--- src/rtl/gcr_pkg.sv ---
package gcr_pkg;
    typedef enum logic [1:0] {
        CLS_NONE = 2'd0,
        CLS_CFG  = 2'd1,
        CLS_STS  = 2'd2
    } reg_cls_e;
endpackage

--- src/rtl/gcr_lane_check.sv ---
// Accepts only a power-of-two group of lanes sitting on a boundary of its own size.
module gcr_lane_check #(
    parameter int LANES = 4
) (
    input  logic [LANES-1:0] be,
    output logic             legal
);
    logic [LANES-1:0] pat;

    always_comb begin
        legal = 1'b0;
        pat   = '0;
        for (int sz = 1; sz <= LANES; sz = sz * 2) begin
            for (int off = 0; off < LANES; off = off + sz) begin
                pat = '0;
                for (int b = 0; b < sz; b++) begin
                    pat[off + b] = 1'b1;
                end
                if (be == pat) begin
                    legal = 1'b1;
                end
            end
        end
    end
endmodule

--- src/rtl/gcr_decode.sv ---
module gcr_decode
    import gcr_pkg::*;
#(
    parameter int IDX_W   = 4,
    parameter int NUM_CFG = 4,
    parameter int NUM_STS = 4,
    localparam int NREG   = NUM_CFG + NUM_STS,
    localparam int SEL_W  = (NREG > 1) ? $clog2(NREG) : 1
) (
    input  logic [IDX_W-1:0] idx,
    output reg_cls_e         cls,
    output logic [SEL_W-1:0] sel
);
    always_comb begin
        sel = idx[SEL_W-1:0];
        if (int'(idx) < NUM_CFG) begin
            cls = CLS_CFG;
        end else if (int'(idx) < NREG) begin
            cls = CLS_STS;
        end else begin
            cls = CLS_NONE;
        end
    end
endmodule

--- src/rtl/gcr_slave.sv ---
module gcr_slave
    import gcr_pkg::*;
#(
    parameter int IDX_W   = 4,
    parameter int NUM_CFG = 4,
    parameter int NUM_STS = 4,
    parameter int DATA_W  = 32,
    localparam int LANES  = DATA_W / 8,
    localparam int NREG   = NUM_CFG + NUM_STS,
    localparam int SEL_W  = (NREG > 1) ? $clog2(NREG) : 1
) (
    input  logic              clk,
    input  logic              rst_n,
    input  logic              req_valid,
    input  logic              req_write,
    input  logic [IDX_W-1:0]  req_idx,
    input  logic [LANES-1:0]  req_be,
    input  logic [DATA_W-1:0] req_wdata,
    input  logic              cfg_state,
    input  logic              lock_cmd,
    output logic              rsp_ready,
    output logic              rsp_err,
    output logic [DATA_W-1:0] rsp_rdata
);
    typedef struct packed {
        logic [NREG-1:0][DATA_W-1:0] regs;
        logic                        lock;
        logic                        rdy;
        logic                        err;
        logic [DATA_W-1:0]           rdata;
    } state_t;

    state_t q, d;

    logic             be_legal;
    reg_cls_e         cls;
    logic [SEL_W-1:0] sel;
    logic             reject;

    gcr_lane_check #(.LANES(LANES)) u_lanes (
        .be    (req_be),
        .legal (be_legal)
    );

    gcr_decode #(
        .IDX_W   (IDX_W),
        .NUM_CFG (NUM_CFG),
        .NUM_STS (NUM_STS)
    ) u_decode (
        .idx (req_idx),
        .cls (cls),
        .sel (sel)
    );

    always_comb begin
        d       = q;
        d.rdy   = req_valid;
        d.err   = 1'b0;
        d.rdata = '0;
        reject  = !be_legal || (cls == CLS_NONE)
                  || (req_write && (cls == CLS_CFG) && (!cfg_state || q.lock));
        if (lock_cmd) begin
            d.lock = 1'b1;
        end
        if (req_valid) begin
            if (reject) begin
                d.err = 1'b1;
            end else if (req_write) begin
                for (int l = 0; l < LANES; l++) begin
                    if (req_be[l]) begin
                        d.regs[sel][l*8 +: 8] = req_wdata[l*8 +: 8];
                    end
                end
            end else begin
                for (int l = 0; l < LANES; l++) begin
                    if (req_be[l]) begin
                        d.rdata[l*8 +: 8] = q.regs[sel][l*8 +: 8];
                    end
                end
            end
        end
    end

    always_ff @(posedge clk or negedge rst_n) begin
        if (!rst_n) begin
            q <= '0;
        end else begin
            q <= d;
        end
    end

    assign rsp_ready = q.rdy;
    assign rsp_err   = q.err;
    assign rsp_rdata = q.rdata;
endmodule

--- config.mk ---
export PLATFORM = sky130hd
export DESIGN_NAME = gcr_slave
export DESIGN_NICKNAME = d
export VERILOG_FILES = /design/src/rtl/gcr_pkg.sv /design/src/rtl/gcr_lane_check.sv /design/src/rtl/gcr_decode.sv /design/src/rtl/gcr_slave.sv
export SDC_FILE = /design/constraint.sdc
export NUM_CORES = 1
export LEC_CHECK = 0
export BUFFER_PORTS_ARGS = -buffer_cell sky130_fd_sc_hd__buf_4
export CAP_MARGIN = 0
export CELL_PAD_IN_SITES_DETAIL_PLACEMENT = 0
export CELL_PAD_IN_SITES_GLOBAL_PLACEMENT = 1
export CORE_ASPECT_RATIO = 0.75
export CORE_MARGIN = 8
export CORE_UTILIZATION = 51
export DETAILED_ROUTE_END_ITERATION = 7
export GPL_TIMING_DRIVEN = 0
export PLACE_DENSITY = 0.78
export SLEW_MARGIN = 20
export SYNTH_ARGS = -nofsm -noshare
export SYNTH_HDL_FRONTEND = slang
export SYNTH_SLANG_ARGS = --single-unit
--- constraint.sdc ---
create_clock -name clk -period 3.1 [get_ports clk]
set_input_delay 0.465 -clock clk [delete_from_list [all_inputs] [get_ports clk]]
set_output_delay 0.465 -clock clk [all_outputs]
set_load 0.05 [all_outputs]
# Word level (Yosys, flattened, before mapping)
# Index checks and enable logic that the tools add are counted.
[word_totals]
input_bits = 46
latchBits = 0
mem_bits_rw = 0
mem_bits_ro = 0
ff_bits = 291
out_inout_bits = 34
n_memories = 0
[classes]
eq_ne = 8
shift = 0
add_sub_neg = 0
order_cmp = 4
bitwise_logic = 1
mux = 44
n_reduce_logical = 10
multipliers = 0
div_mod_pow = 0
[ops]
columns = ["op", "count"]
rows = [
  ["$mux 256", 13],
  ["$bwmux 256", 4],
  ["$demux 32 s3", 4],
  ["$mux 32", 4],
  ["$bmux 32 s3", 1],
  ["$mux 8", 5],
  ["$mux 33", 1],
  ["$mux 24", 1],
  ["$mux 16", 1],
  ["$eq 4x4->1 const B", 3],
  ["$eq 4x2->1 const B", 2],
  ["$mux 1", 8],
  ["$eq 4x1->1 const B", 1],
  ["$eq 4x3->1 const B", 1],
  ["$lt 3x4->1 const B", 1],
  ["$lt 4x3->1 const B", 1],
  ["$lt 4x4->1 const B", 1],
  ["$mux 2", 2],
  ["$ge 3x1->1 const B", 1],
  ["$logic_and 1x1->1", 3],
  ["$logic_or 1x1->1", 3],
  ["$reduce_and 3->1", 1],
  ["$eq 2x1->1 const B", 1],
  ["$logic_not 1->1", 2],
  ["other kinds (2)", 2],
]

# Depth between registers and ports, before layout
[logic_depth]
ltp_word = 25
mapped_depth = 8

# Cells and area by module
# A second synthesis with hierarchy kept.
[hier_totals]
cells_unflattened = 930
area_unflattened_um2 = 13416.6
[modules_own_cells]
columns = ["module", "cells_each", "area_each_um2", "instances"]
rows = [
  ["gcr_slave", 920, 13355.3, 1],
  ["gcr_decode", 5, 35.0, 1],
  ["gcr_lane_check", 5, 26.3, 1],
]

# Worst setup path after synthesis
# Ideal clock, no wire load.
[synth_timing]
path_type = "input port to flip-flop"
from = "input port req_write"
to = "register q[100] (netlist name)"
t_required_ns = 2.975
path_buffers = 4
arrival_ns = 2.270
stages = 8
slack_ns = 0.705
cell_sequence = "buf_6 > nor2b_4 > buf_6 > a21o_1 > buf_6 > buf_12 > a2111oi_4 > mux2_4"
[synth_between]
elab_chain_len = 5
[synth_rtl]
columns = ["item", "line_no", "text"]
rows = [
  ["from (decl)", "gcr_slave.sv:15", "input logic req_write,"],
  ["$logic_and 1x1->1 (2 in a row)", "gcr_slave.sv:61", "|| (req_write && (cls == CLS_CFG) && (!cfg_state || q.lock));"],
  ["$logic_or 1x1->1", "gcr_slave.sv:61", ""],
  ["$not 1->1 (no line)", "--", ""],
  ["$reduce_and 3->1 (no line) (*)", "--", ""],
  ["to (signal assigned)", "gcr_slave.sv:86", "q <= '0;"],
  ["to (signal assigned)", "gcr_slave.sv:88", "q <= d;"],
  ["to (decl)", "gcr_slave.sv:33", "state_t q, d;"],
]
# Mark *: on every way between the ends. The rest lies on a longest branch, timed or not.
# A chain may end at the register's enable or synchronous reset.

==> reports/results.ini <==
[synthesis]
synth.distinct_cells = 45
synth-seq-area-share = 0.568
synth_area_um2 = 12800
synth_edf_count = 0
ys_ff_latch = 291
syn_nets = 927
synthArstFlopShare = 1.00
synth_warnings = 0
yosys_most_used_dff = dfrtp_1
synthCells = 881
syn-mean-instance-area_um2 = 14.6

[die]
die_height_um = 153
io_pins = 80
rows = 50
design.die.area_um2 = 30500
start_util = 0.517
design.core.area_um2 = 24800
die_w_um = 199

[detailed_routing]
first_pass_iters = 5
first_iter_violations = 637
wl_per_cell_um = 25.2
remaining_drc_errors = 0
vias = 8245
drt-total-wl_mm = 34.2
final_antenna_net_count = 0
viasPerCell = 6.09

[finish]
final_cell_mix = dfrtp_1 (291), mux2_2 (248), buf_4 (109), a22oi_1 (82), clkbuf_1 (38)
layout-drive-gt1-share = 0.450
layout_commonest_cell = dfrtp_1
nFillCells = 1998
design_area_um2 = 15000
area_growth_pct = 16.6
antenna_cells = 0
final_nets = 1039

[timing]
hold_ws_ns = 0.0367
final_hold_viol_count = 0
tightest_slew_ns = 1.24
finClkSkew_ns = 0.0272
final.min_clock_period_ns = 3.01
max_freq_ghz = 0.333
setup_viol = 0
slew_headroom = 0.175
grt_setup_unrepaired = false
finalSetupTns_ns = 0
finalCritPeriodShare = 0.970
finalMaxSlewViolations = 0

[pwr]
leakagePower_nw = 6.87
p_per_area_nw_per_um2 = 559
power.total_mw = 8.36
irDropWorstVdd_uv = 370

[worst_setup_path]
cp_slowest_stage_delay_ns = 0.84
timing.rr.end = rsp_rdata[0]
slowest_stage = clkbuf_1
r2r_slack_ns = 0.22
rr_worst_depth = 6
crit_fanout = 10
crit_top_cell = clkbuf_1
start_kind = primary input
worstReg2RegStart = q[34]
path_class = in2reg
required_ns = 3.53
path_cells = buf_4 > clkbuf_1 > nor3b_2 > clkbuf_1 > clkbuf_1 > a22oi_1 > a31oi_1
arrival_ns = 3.44
cp-end-kind = flip-flop

[clock_network]
root_buffer = clkbuf_16
cts_tree = done
cts_num_sinks = 291
path_clk_slew_ns = 0.06
clk_path_buf_depth = 3
numCtsBuffers = 29
htreeDepth = 1
cts_setup_buffers = 0
clk-insertion-delay-late_ns = 0.56

[place]
dp_hpwl_mm = 21.7
gp_congestion = 0.865
io_buffer_count = 75
placed_area_um2 = 13900

[global_route]
grt_use_total = 0.225
grt_max_degree = 89
grt_pass1_wl_mm = 52.6
grt_pass1_vias = 8623
grt_antenna_before_repair = 0
overflow = 0

[min_path]
min_path_cells = 1
hold_start = req_valid
hold_path_end = rsp_ready
holdCritPathClass = in2reg

[status]
status = completed

[flow_run]
max_cap_viol_count = 0

==> how the worst max path moves through the flow <==
stage               slack (ns)            end       start
global route              0.03  rsp_rdata[16]  req_idx[0]
CTS                       0.15   rsp_rdata[0]  req_idx[1]
global placement         -0.97  rsp_rdata[20]       rst_n
finish                    0.09  rsp_rdata[28]  req_idx[0]
floorplan                 0.70         q[100]   req_write
detailed placement       -0.92  rsp_rdata[16]  req_idx[1]
==> cells in the mapped netlist, types with 2 or more instances <==
library cell	instances	area share
buf_1	4	0.0012
nand2_1	3	0.00088
a22o_1	23	0.016
nand3_1	5	0.0020
a31oi_1	23	0.011
a2111oi_0	7	0.0048
nand2b_1	2	0.00098
o2111ai_1	8	0.0055
a22oi_1	82	0.048
mux2_2	248	0.22
a41oi_1	9	0.0061
a221oi_1	23	0.016
mux2_4	8	0.0094
o21ai_0	2	0.00078
nor2_1	7	0.0020
and2_1	2	0.00098
buf_4	34	0.020
and3_1	4	0.0020
nand4_1	3	0.0015
buf_6	5	0.0044
nor2b_1	2	0.00098
o211ai_1	4	0.0023
dfrtp_1	291	0.57
buf_2	4	0.0016
a21oi_1	4	0.0016
a2111oi_4	14	0.030
o21ai_1	6	0.0023
nor3b_1	2	0.0012
clkbuf_1	35	0.010
or2_2	2	0.00098
==> through the flow <==
stage,setup WS (ns),cells,util
floorplan,0.705,881,-
detailed placement,-0.920,1297,0.560
global route,0.0324,1353,0.602
CTS,0.151,1351,0.601
global placement,-0.970,1294,0.556
finish,0.0926,1353,0.602
==> flip-flops by register name (all words and copies together) (netlist names) <==
register and count:
rsp_err 1, rsp_ready 1, rsp_rdata 32, q 257
==> worst max-delay path: cells and delay by family <==
family,cells,cell delay [ns]
buf+inv,4,1.89
simple gates,1,0.59
compound gates,2,0.47
==> power breakdown <==
group          internal, mW  total, mW  leakage [nW]  switching, mW
logic                 0.272      0.650          2.39          0.379
clock network          2.10       3.59         0.477           1.49
registers              4.01       4.11          4.00          0.107
total                  6.38       8.36          6.87           1.97
==> what timing repair did <==
item                                    4_1_cts  5_1_grt
endpoints found under the setup margin       22        1
resized for setup                             5        2
hold buffers                                  1        0
endpoints found under the hold margin        49        0
==> per-layer routing <==
layer | global-route usage | part of all wire | vias up | routed length, µm
li1 | - | - | 3611 | -
met1 | 0.333 | 0.47 | 4325 | 16100
met2 | 0.336 | 0.44 | 248 | 15100
met3 | 0.0333 | 0.055 | 61 | 1880
met4 | 0.0659 | 0.029 | 0 | 988
met5 | 0 | 0 | - | 0
==> cells by family (layout without fill, tap and decap cells) <==
| family | Yosys count | after routing | share of synthesized area |
|---|---|---|---|
| AO/OA/AOI/OAI | 210 | 210 | 0.147 |
| AND/OR/NAND/NOR | 40 | 40 | 0.0189 |
| buffers and inverters | 84 | 218 | 0.0391 |
| flip-flops | 291 | 291 | 0.568 |
| multiplexers | 256 | 256 | 0.227 |
==> area by class of cell <==
| cell class | instances | area (µm²) | area share |
|---|---|---|---|
| Timing Repair Buffer | 81 | 678 | 0.0453 |
| Inverter | 1 | 3.75 | 0.000251 |
| Sequential cell | 291 | 7280 | 0.487 |
| Clock buffer | 43 | 868 | 0.0581 |
| Buffer | 83 | 508 | 0.0340 |
| Tap cell | 338 | 423 | 0.0283 |
| Clock inverter | 10 | 115 | 0.00770 |
| Multi-Input combinational cell | 506 | 5080 | 0.339 |
Power figures use the tool's default switching activity.
